## config.mk

```make
export PLATFORM = sky130hd
export DESIGN_NAME = irq_code_rx_tracker
export DESIGN_NICKNAME = d
export VERILOG_FILES = /design/src/rtl/irq_trk_pkg.sv /design/src/rtl/irq_code_classifier.sv /design/src/rtl/irq_status_bank.sv /design/src/rtl/irq_event_log.sv /design/src/rtl/irq_code_rx_tracker.sv
export SDC_FILE = /design/constraint.sdc
export NUM_CORES = 1
export LEC_CHECK = 0
export BUFFER_PORTS_ARGS = -buffer_cell sky130_fd_sc_hd__buf_2
export CORE_MARGIN = 2
export CORE_UTILIZATION = 50
export CTS_CLUSTER_DIAMETER = 30
export DETAILED_ROUTE_END_ITERATION = 8
export PLACE_DENSITY = 0.82
export SLEW_MARGIN = 10
export SYNTH_ARGS = -nofsm -noshare
export SYNTH_HDL_FRONTEND = slang
export SYNTH_SLANG_ARGS = --single-unit
```

## constraint.sdc

```tcl
create_clock -name clk -period 2.35 [get_ports clk]
set_input_delay 0.235 -clock clk [delete_from_list [all_inputs] [get_ports clk]]
set_output_delay 0.235 -clock clk [all_outputs]
set_load 0.005 [all_outputs]
```

## src/rtl/irq_trk_pkg.sv

```systemverilog
package irq_trk_pkg;
  localparam logic [1:0] FLAGS_IRQ = 2'b10;
  localparam int unsigned KIND_BIT = 5;

  typedef enum logic [1:0] {
    KIND_NONE = 2'd0,
    KIND_INT  = 2'd1,
    KIND_ACK  = 2'd2
  } code_kind_e;

  // Decide what a received code means for the distribution logic.
  function automatic code_kind_e classify(input logic vld, input logic [1:0] flags,
                                          input logic [7:0] code, input logic en);
    if (!vld || !en || flags != FLAGS_IRQ) return KIND_NONE;
    return code[KIND_BIT] ? KIND_ACK : KIND_INT;
  endfunction

  // One-hot mask for an interrupt number.
  function automatic logic [31:0] num_onehot(input logic [4:0] num);
    return 32'd1 << num;
  endfunction
endpackage

```

## src/rtl/irq_code_classifier.sv

```systemverilog
module irq_code_classifier
  import irq_trk_pkg::*;
#(
  parameter int unsigned NUM_IRQ = 32,
  parameter int unsigned CODE_W  = 8,
  localparam int unsigned NUM_W  = $clog2(NUM_IRQ)
) (
  input  logic              rx_valid,
  input  logic [1:0]        rx_flags,
  input  logic [CODE_W-1:0] rx_code,
  input  logic              rx_en,
  input  logic [NUM_IRQ-1:0] status,
  output logic [NUM_W-1:0]  num,
  output logic              int_accept,
  output logic              ack_accept
);
  code_kind_e kind;
  logic       cur;

  always_comb begin
    kind = classify(rx_valid, rx_flags, rx_code[7:0], rx_en);
    num  = rx_code[NUM_W-1:0];
    cur  = status[num];
    int_accept = (kind == KIND_INT) && !cur;
    ack_accept = (kind == KIND_ACK) && cur;
  end
endmodule

```

## src/rtl/irq_status_bank.sv

```systemverilog
module irq_status_bank #(
  parameter int unsigned NUM_IRQ = 32,
  localparam int unsigned NUM_W  = $clog2(NUM_IRQ)
) (
  input  logic               clk,
  input  logic               rst_n,
  input  logic               int_accept,
  input  logic               ack_accept,
  input  logic [NUM_W-1:0]   num,
  input  logic [NUM_IRQ-1:0] autoack_mask,
  input  logic               sw_set,
  input  logic [NUM_W-1:0]   sw_num,
  input  logic               txack_done,
  input  logic [NUM_W-1:0]   txack_num,
  output logic [NUM_IRQ-1:0] status,
  output logic [NUM_IRQ-1:0] sw_origin,
  output logic [NUM_IRQ-1:0] autoack_req
);
  for (genvar i = 0; i < NUM_IRQ; i++) begin : g_bit
    logic hit, st_set, st_clr, rq_set, rq_clr, sw_s, sw_c;
    always_comb begin
      hit    = (num == NUM_W'(i));
      st_set = int_accept && hit;
      st_clr = (ack_accept && hit) || (txack_done && txack_num == NUM_W'(i));
      rq_set = st_set && autoack_mask[i];
      rq_clr = txack_done && txack_num == NUM_W'(i);
      sw_s   = sw_set && sw_num == NUM_W'(i);
      sw_c   = ack_accept && hit;
    end
    always_ff @(posedge clk) begin
      if (!rst_n) begin
        status[i]      <= 1'b0;
        autoack_req[i] <= 1'b0;
        sw_origin[i]   <= 1'b0;
      end else begin
        if (st_set)      status[i] <= 1'b1;
        else if (st_clr) status[i] <= 1'b0;
        if (rq_set)      autoack_req[i] <= 1'b1;
        else if (rq_clr) autoack_req[i] <= 1'b0;
        if (sw_s)        sw_origin[i] <= 1'b1;
        else if (sw_c)   sw_origin[i] <= 1'b0;
      end
    end
  end
endmodule

```

## src/rtl/irq_event_log.sv

```systemverilog
module irq_event_log #(
  parameter int unsigned NUM_IRQ = 32,
  localparam int unsigned NUM_W  = $clog2(NUM_IRQ)
) (
  input  logic               clk,
  input  logic               rst_n,
  input  logic               int_accept,
  input  logic               ack_accept,
  input  logic [NUM_W-1:0]   num,
  input  logic [NUM_IRQ-1:0] notify_mask,
  input  logic [NUM_IRQ-1:0] sw_origin,
  input  logic               glob_ie,
  input  logic               dist_ie,
  input  logic [NUM_IRQ-1:0] clr_int_log,
  input  logic [NUM_IRQ-1:0] clr_ack_log,
  output logic               ev_notify,
  output logic [NUM_IRQ-1:0] int_log,
  output logic [NUM_IRQ-1:0] ack_log,
  output logic               notify_pulse,
  output logic               irq
);
  logic int_note, ack_note;

  always_comb begin
    int_note  = int_accept && notify_mask[num];
    ack_note  = ack_accept && notify_mask[num] && sw_origin[num];
    ev_notify = int_note || ack_note;
  end

  for (genvar i = 0; i < NUM_IRQ; i++) begin : g_log
    logic hit;
    assign hit = (num == NUM_W'(i));
    always_ff @(posedge clk) begin
      if (!rst_n) begin
        int_log[i] <= 1'b0;
        ack_log[i] <= 1'b0;
      end else begin
        if (int_note && hit)    int_log[i] <= 1'b1;
        else if (clr_int_log[i]) int_log[i] <= 1'b0;
        if (ack_note && hit)    ack_log[i] <= 1'b1;
        else if (clr_ack_log[i]) ack_log[i] <= 1'b0;
      end
    end
  end

  always_ff @(posedge clk) begin
    if (!rst_n) begin
      notify_pulse <= 1'b0;
      irq          <= 1'b0;
    end else begin
      notify_pulse <= ev_notify;
      irq          <= ev_notify && glob_ie && dist_ie;
    end
  end
endmodule

```

## src/rtl/irq_code_rx_tracker.sv

```systemverilog
module irq_code_rx_tracker #(
  parameter int unsigned NUM_IRQ = 32,
  parameter int unsigned CODE_W  = 8,
  localparam int unsigned NUM_W  = $clog2(NUM_IRQ)
) (
  input  logic               clk,
  input  logic               rst_n,
  input  logic               rx_valid,
  input  logic [1:0]         rx_flags,
  input  logic [CODE_W-1:0]  rx_code,
  input  logic               cfg_rx_en,
  input  logic               cfg_glob_ie,
  input  logic               cfg_dist_ie,
  input  logic [NUM_IRQ-1:0] cfg_notify_mask,
  input  logic [NUM_IRQ-1:0] cfg_autoack_mask,
  input  logic               sw_int_sent,
  input  logic [NUM_W-1:0]   sw_int_num,
  input  logic               txack_done,
  input  logic [NUM_W-1:0]   txack_num,
  input  logic [NUM_IRQ-1:0] clr_int_log,
  input  logic [NUM_IRQ-1:0] clr_ack_log,
  output logic [NUM_IRQ-1:0] status,
  output logic [NUM_IRQ-1:0] int_log,
  output logic [NUM_IRQ-1:0] ack_log,
  output logic [NUM_IRQ-1:0] autoack_req,
  output logic               notify_pulse,
  output logic               irq,
  output logic               raw_valid,
  output logic [CODE_W-1:0]  raw_code
);
  // Internal events, named for the checker.
  logic               ev_int_accept;
  logic               ev_ack_accept;
  logic               ev_notify;
  logic [NUM_W-1:0]   ev_num;
  logic [NUM_IRQ-1:0] sw_origin;

  irq_code_classifier #(.NUM_IRQ(NUM_IRQ), .CODE_W(CODE_W)) u_cls (
    .rx_valid  (rx_valid),
    .rx_flags  (rx_flags),
    .rx_code   (rx_code),
    .rx_en     (cfg_rx_en),
    .status    (status),
    .num       (ev_num),
    .int_accept(ev_int_accept),
    .ack_accept(ev_ack_accept)
  );

  irq_status_bank #(.NUM_IRQ(NUM_IRQ)) u_bank (
    .clk         (clk),
    .rst_n       (rst_n),
    .int_accept  (ev_int_accept),
    .ack_accept  (ev_ack_accept),
    .num         (ev_num),
    .autoack_mask(cfg_autoack_mask),
    .sw_set      (sw_int_sent),
    .sw_num      (sw_int_num),
    .txack_done  (txack_done),
    .txack_num   (txack_num),
    .status      (status),
    .sw_origin   (sw_origin),
    .autoack_req (autoack_req)
  );

  irq_event_log #(.NUM_IRQ(NUM_IRQ)) u_log (
    .clk         (clk),
    .rst_n       (rst_n),
    .int_accept  (ev_int_accept),
    .ack_accept  (ev_ack_accept),
    .num         (ev_num),
    .notify_mask (cfg_notify_mask),
    .sw_origin   (sw_origin),
    .glob_ie     (cfg_glob_ie),
    .dist_ie     (cfg_dist_ie),
    .clr_int_log (clr_int_log),
    .clr_ack_log (clr_ack_log),
    .ev_notify   (ev_notify),
    .int_log     (int_log),
    .ack_log     (ack_log),
    .notify_pulse(notify_pulse),
    .irq         (irq)
  );

  // Raw mirror of every received code.
  always_ff @(posedge clk) begin
    if (!rst_n) begin
      raw_valid <= 1'b0;
      raw_code  <= '0;
    end else begin
      raw_valid <= rx_valid;
      if (rx_valid) raw_code <= rx_code;
    end
  end
endmodule

```

==> qor.txt, run 1 <==
Critical setup path kind: flip-flop to flip-flop
HP Class: input pin to flip-flop
Crit path DAT: 2.59 ns
Final WL: 33900 microns
Post-CTS Repair Setup Buffers: 0
Gr ovfl total: 0
Startpoint of the worst-slack reg-to-reg timing path: u_bank.status[19]
Actual slew at the worst max-slew pin: 0.728 ns
CTS tree: built
P_leak: 4.74 nW
Finished Cell Area: 11200 sq um
First-pass GRT wire length: 49500 microns
Hold-critical path endpoint: u_bank.autoack_req[23]
Met2 WL: 15700 microns
Post-synthesis net count: 1139
Ys async rst share: 0%
Min cycle time layout: 2.30 ns
Sequential share of the synthesized area: 40.2%
Avg Inst Size Synth: 8.67 sq um
Post-DRT Antenna Nets: 0
Max Used Layer: met4
CTS root buf: clkbuf_16
Power per Cell Area: 579 nW/um^2
Share of layout cells above drive strength 1: 34.3%
CP required: 2.64 ns
Post-synthesis cell area: 8520 sq um
Synth top area share: 40.2%
Slew Viols, Final: 0
DR vias/cell: 6.18
Most frequent cells in the layout: buf_2, dfxtp_1, nand2_1
Detailed Route Iter0 Violations: 1283
Dominant cell type by area after synthesis: dfxtp_1
Setup Skew: 0.0101 ns
# rows: 47
Vias in the first global route: 8803
Die H: 135 microns
Clock buffer depth: 2
F_max: 434 MHz
Period utilisation layout: 98.0%
CTS buffer count: 17
Final setup fails: 0
R2r endpoint: u_bank.sw_origin[26]
HPWL after detailed placement: 25900 microns
GRT Util Overall: 35.8%
Area delta synth->final: 31.4%
Initial antenna violation count: 2
IO Count: 295
Worst-path clk slew: 0.07 ns
Die X-Extent: 135 microns
Synth cell types: 49
H-tree levels: 4
Port bufs: 294
Maximum capacitance violations: 0
Placed instance area: 10600 sq um
Largest net degree at the start of global routing: 94
Initial core utilization: 51.2%
Mapped Cells: 983
Number of synthesized flops with an enable pin: 0
Fillers: 1386
Via count: 9390
Met3 WL post-DR: 4440 microns
Critical Path Fanout Max: 6
Commonest non-fill, non-tap cell in the layout: buf_2
Die Area: 18100 sq um
IR drop worst, VDD: 0.556 mV
Drt pass-1 iters: 8
Fin nets: 1442
Hold path start: cfg_autoack_mask[23]
Met1 WL: 12100 microns
Synthesis warning total: 0
Post-route DRC: 0
WL per Instance: 22.3 microns
Setup crit end kind: flip-flop
Worst R2R Setup Slack: 0.05 ns
Core ar.: 16600 sq um
Final hold violations: 0
Hold path depth: 3
CTS Sinks: 171
Worst-Skew Late Latency: 0.44 ns
Status: finished clean
Reg2Reg Depth: 7
CP Launch Type: flip-flop
Worst Hold Slack: 0.0463 ns
Yosys reg bits: 171
Area contributors post-synth: dfxtp_1, nand2_1, mux2i_1, nor3_4, a21boi_0
Max_slew headroom: 51.1%
Ys flop type: dfxtp_1
GP Congestion: 1.04
RSZ-0062 raised after global routing: no
==> metrics by stage <==
stage          std cells  utilization [%]  setup TNS, ns  worst slack, ns  total power [mW]
3_3_place_gp        1486             63.7         -17.14           -0.221              3.78
6_report            1520             67.3              0           0.0471              6.49
2_1_floorplan        983                -              0            0.238              3.43
4_1_cts             1517             67.1              0           0.0392              6.45
3_5_place_dp        1486             63.7         -19.48           -0.262              3.79
5_1_grt             1519             67.3              0         0.000629              6.63
==> state kept, by name, summed over array words and instances, names as in the netlist <==
signal	cells
u_log.notify_pulse	1
raw_valid	1
u_bank.sw_origin	32
u_log.irq	1
u_bank.autoack_req	32
u_bank.status	32
u_log.int_log	32
raw_code	8
u_log.ack_log	32
==> cells by family after synthesis <==
family	count (synthesis)	synth area share, %
flops	171	40.2
mux	52	6.71
simple gates	493	33.2
compound gates	184	15.2
buf+inv	83	4.77
==> worst max-delay path: stages (launching register included) <==
cell	delay [ns]
dfxtp_1	0.39
mux2i_1	0.13
a22oi_2	0.25
a21oi_2	0.14
or4_4	0.63
buf_4	0.23
nor3_4	0.25
o22ai_1	0.14
==> power breakdown <==
| part | total (mW) | switching, mW | internal [mW] |
|---|---|---|---|
| registers | 2.92 | 0.00912 | 2.91 |
| logic | 0.838 | 0.506 | 0.332 |
| clock network | 2.73 | 1.23 | 1.49 |
| total | 6.49 | 1.75 | 4.74 |
==> synth_stat cells (all sizes together), types with 5 or more instances <==
cell type  instances
a21boi            61
a21oi              5
a22oi             11
and2               6
buf               36
clkbuf            46
dfxtp            171
mux2i             47
nand2            164
nand2b            42
nand3             61
nand3b            34
nand4             65
nor2              43
nor2b             22
nor3              43
o22ai             66
o31ai             29
==> worst max path at each step <==
stage	startpoint	endpoint	slack (ns)	cells after the start
final	u_bank.status[19]	u_bank.sw_origin[26]	0.05	7
after global routing	u_bank.status[27]	u_log.ack_log[23]	0.0006	9
after CTS	u_bank.status[19]	u_bank.sw_origin[22]	0.04	7
after detailed placement	rx_code[1]	u_log.ack_log[23]	-0.26	11
after global placement	rx_code[1]	u_bank.sw_origin[22]	-0.22	9
after floorplan	rx_code[0]	u_bank.status[10]	0.24	10
==> layer usage <==
layer  vias to the layer above  global-route usage, %
li1                       4207                      -
met1                      4337                   43.8
met2                       728                   58.8
met3                       118                   10.1
met4                         0                   16.6
met5                         -                      0
==> layout make-up <==
type	instances	area [sq um]	share of cell area [%]
sequential	171	3420	30.6
clock buffer	19	443	3.95
tap	220	275	2.46
multi-input combinational	730	4740	42.3
timing repair buffer	365	2190	19.6
antenna	2	5.00	0.0447
inverter	1	3.75	0.0335
clock inverter	12	114	1.02
==> repair_timing <==
item | in CTS | in global routing
resized for setup | 1 | 5
endpoints found under the setup margin | 30 | 40
hold buffers | 0 | 0
cloned | 0 | 1
(Power assumes the default switching activity.)
==> run 2: changes to the inputs <==
Settings changed: CORE_UTILIZATION 50 to 46, PLACE_DENSITY 0.82 to 0.79.
Clock period 2.35 ns to 2 ns, I/O delays scaled along.
==> run 2 against run 1 <==
Against the previous run: the flow now finishes with violations (design-rule violations, negative setup slack); cell area grew 9.6%; register-to-register slack lost 0.15 ns; via count rose by 4.9%; largest power group unchanged; maximum frequency rose by 9.6%; highest routed layer unchanged.
==> qor.txt, run 2 (synthesized netlist as in run 1, its figures left out) <==
Clock buffer depth: 2
CP max stage cell: mux4_2
Met3 WL post-DR: 4530 microns
WL per Instance: 23.1 microns
Share of layout cells above drive strength 1: 41.1%
Net Sw Frac: 28.0%
Max_slew headroom: 58.1%
Ant. Diodes: 0
Die H: 140 microns
Met2 WL: 16500 microns
Comb pwr share: 14.8%
Worst-path clk slew: 0.07 ns
Critical setup path kind: flip-flop to flip-flop
Fin util: 67.8%
Maximum capacitance violations: 0
Final setup fails: 72
Final hold violations: 0
Actual slew at the worst max-slew pin: 0.627 ns
IO Count: 295
Commonest non-fill, non-tap cell in the layout: buf_2
Reg2Reg Depth: 8
Area delta synth->final: 43.9%
R2r endpoint: u_log.ack_log[15]
Most frequent cells in the layout: buf_2, nand2_1, dfxtp_1
Slew Viols, Final: 0
CTS root buf: clkbuf_16
Fin nets: 1519
CP peak stage delay: 0.54 ns
Switching power: 2.20 mW
CTS tree: built
Max Used Layer: met4
Hold path start: clr_int_log[7]
Crit path DAT: 2.41 ns
Min cycle time layout: 2.10 ns
Sequential power share: 43.6%
Via count: 9850
Cells after DPL: 1564
RSZ-0062 raised after global routing: yes
Post-CTS Hold Fix Bufs: 0
Gr ovfl total: 0
Detailed Route Iter0 Violations: 1341
Period utilisation layout: 105%
Finished Cell Area: 12300 sq um
GP Congestion: 1.07
Power per Cell Area: 641 nW/um^2
Final Non-Filler Cells: 1605
Status: complete, but fails checks
TNS Setup: -2.14 ns
Final WL: 37000 microns
Post-route DRC: 16
Critical Path Fanout Max: 13
Largest net degree at the start of global routing: 105
Hold path depth: 3
CTS buffer count: 17
Hold-critical path endpoint: u_log.int_log[7]
First-pass GRT wire length: 53200 microns
Drt pass-1 iters: 9
Placed instance area: 11200 sq um
Initial core utilization: 47.1%
IR drop worst, VDD: 0.660 mV
Failing checks: design-rule violations, negative setup slack
HPWL after detailed placement: 27500 microns
H-tree levels: 4
Setup Skew: 0.0112 ns
Worst R2R Setup Slack: -0.10 ns
Power Internal: 5.67 mW
CP required: 2.31 ns
Final worst setup slack: -0.101 ns
Clock share of power: 41.5%
Core ar.: 18100 sq um
HP Class: input pin to flip-flop
Vias in the first global route: 9320
F_max: 476 MHz
Startpoint of the worst-slack reg-to-reg timing path: u_bank.sw_origin[15]
Post-DRT Antenna Nets: 0
Initial antenna violation count: 0
P_leak: 5.32 nW
CP Launch Type: flip-flop
Die Area: 19600 sq um
DR vias/cell: 6.14
CTS Sinks: 171
# rows: 49
Die X-Extent: 140 microns
Met1 WL: 13700 microns
Crit path cell chain: mux4_2 > and4b_1 > a21oi_2 > nand4_1 > buf_6 > nand3_4 > clkbuf_16 > o31ai_1
GRT Util Overall: 35.5%
Worst-Skew Late Latency: 0.44 ns
Setup crit end kind: flip-flop
Port bufs: 294
[run 2: cell types whose count changed in the layout (fill, tap and decap cells not counted), moves of 5 or more]
cell	before	now
clkbuf_16	17	22
o31ai_4	0	13
a21boi_1	0	11
buf_4	57	121
a21boi_0	60	48
o22ai_1	66	59
dfxtp_1	171	160
o31ai_1	29	16
dfxtp_2	0	11
o22ai_2	0	7
[run 2: worst max-delay path by stage]
stage / startpoint / end / slack [ns] / cells past startpoint
after global placement: rx_code[0] / u_log.ack_log[31] / -0.32 / 9
after global routing: u_bank.status[7] / u_log.ack_log[15] / -0.18 / 8
after detailed placement: rx_code[2] / u_bank.sw_origin[6] / -0.40 / 9
after floorplan: rx_code[0] / u_log.ack_log[15] / -0.02 / 8
after CTS: u_bank.sw_origin[15] / u_log.ack_log[20] / -0.01 / 7
final: u_bank.sw_origin[15] / u_log.ack_log[15] / -0.10 / 8
[run 2: worst max-delay path, delay by kind of cell, from the launching register on]
family,cells,cell delay [ns]
mux,1,0.54
simple gates,3,0.51
compound gates,2,0.23
flops,1,0.32
buf+inv,2,0.36
[run 2: through the flow]
step                hold slack (ns)  power [mW]  setup slack [ns]
floorplan                     0.331        4.04           -0.0160
global placement              0.446        4.53            -0.324
detailed placement            0.448        4.53            -0.400
CTS                          0.0167        7.73           -0.0118
global route                 0.0219        8.04            -0.178
finish                      0.00814        7.87            -0.101
[run 2: power groups by stage]
stage | sequential [mW] | clock (mW) | combinational (mW)
3_3_place_gp | 3.51 | 0 | 1.01
5_1_grt | 3.43 | 3.40 | 1.21
2_1_floorplan | 3.51 | 0 | 0.533
3_5_place_dp | 3.51 | 0 | 1.02
6_report | 3.43 | 3.27 | 1.17
4_1_cts | 3.43 | 3.25 | 1.05
[run 2: repair_timing]
action,CTS,global route
resized for setup,11,80
buffers inserted,0,3
cloned,1,5
pin swaps,2,18
endpoints found under the setup margin,105,151
[run 2: area by class of cell]
| class | count | area, sq um |
|---|---|---|
| Timing Repair Buffer | 442 | 2930 |
| Inverter | 1 | 3.75 |
| Sequential cell | 171 | 3440 |
| Clock inverter | 14 | 136 |
| Multi-Input combinational cell | 730 | 5050 |
| Clock buffer | 18 | 429 |
| Fill cell | 1414 | 5820 |
| Tap cell | 229 | 287 |
[run 2: routing by layer]
metal | up-vias | track usage, %
met5 | - | 0
met3 | 159 | 10.3
met2 | 721 | 55.7
met4 | 0 | 18.7
met1 | 4625 | 44.6
li1 | 4345 | -
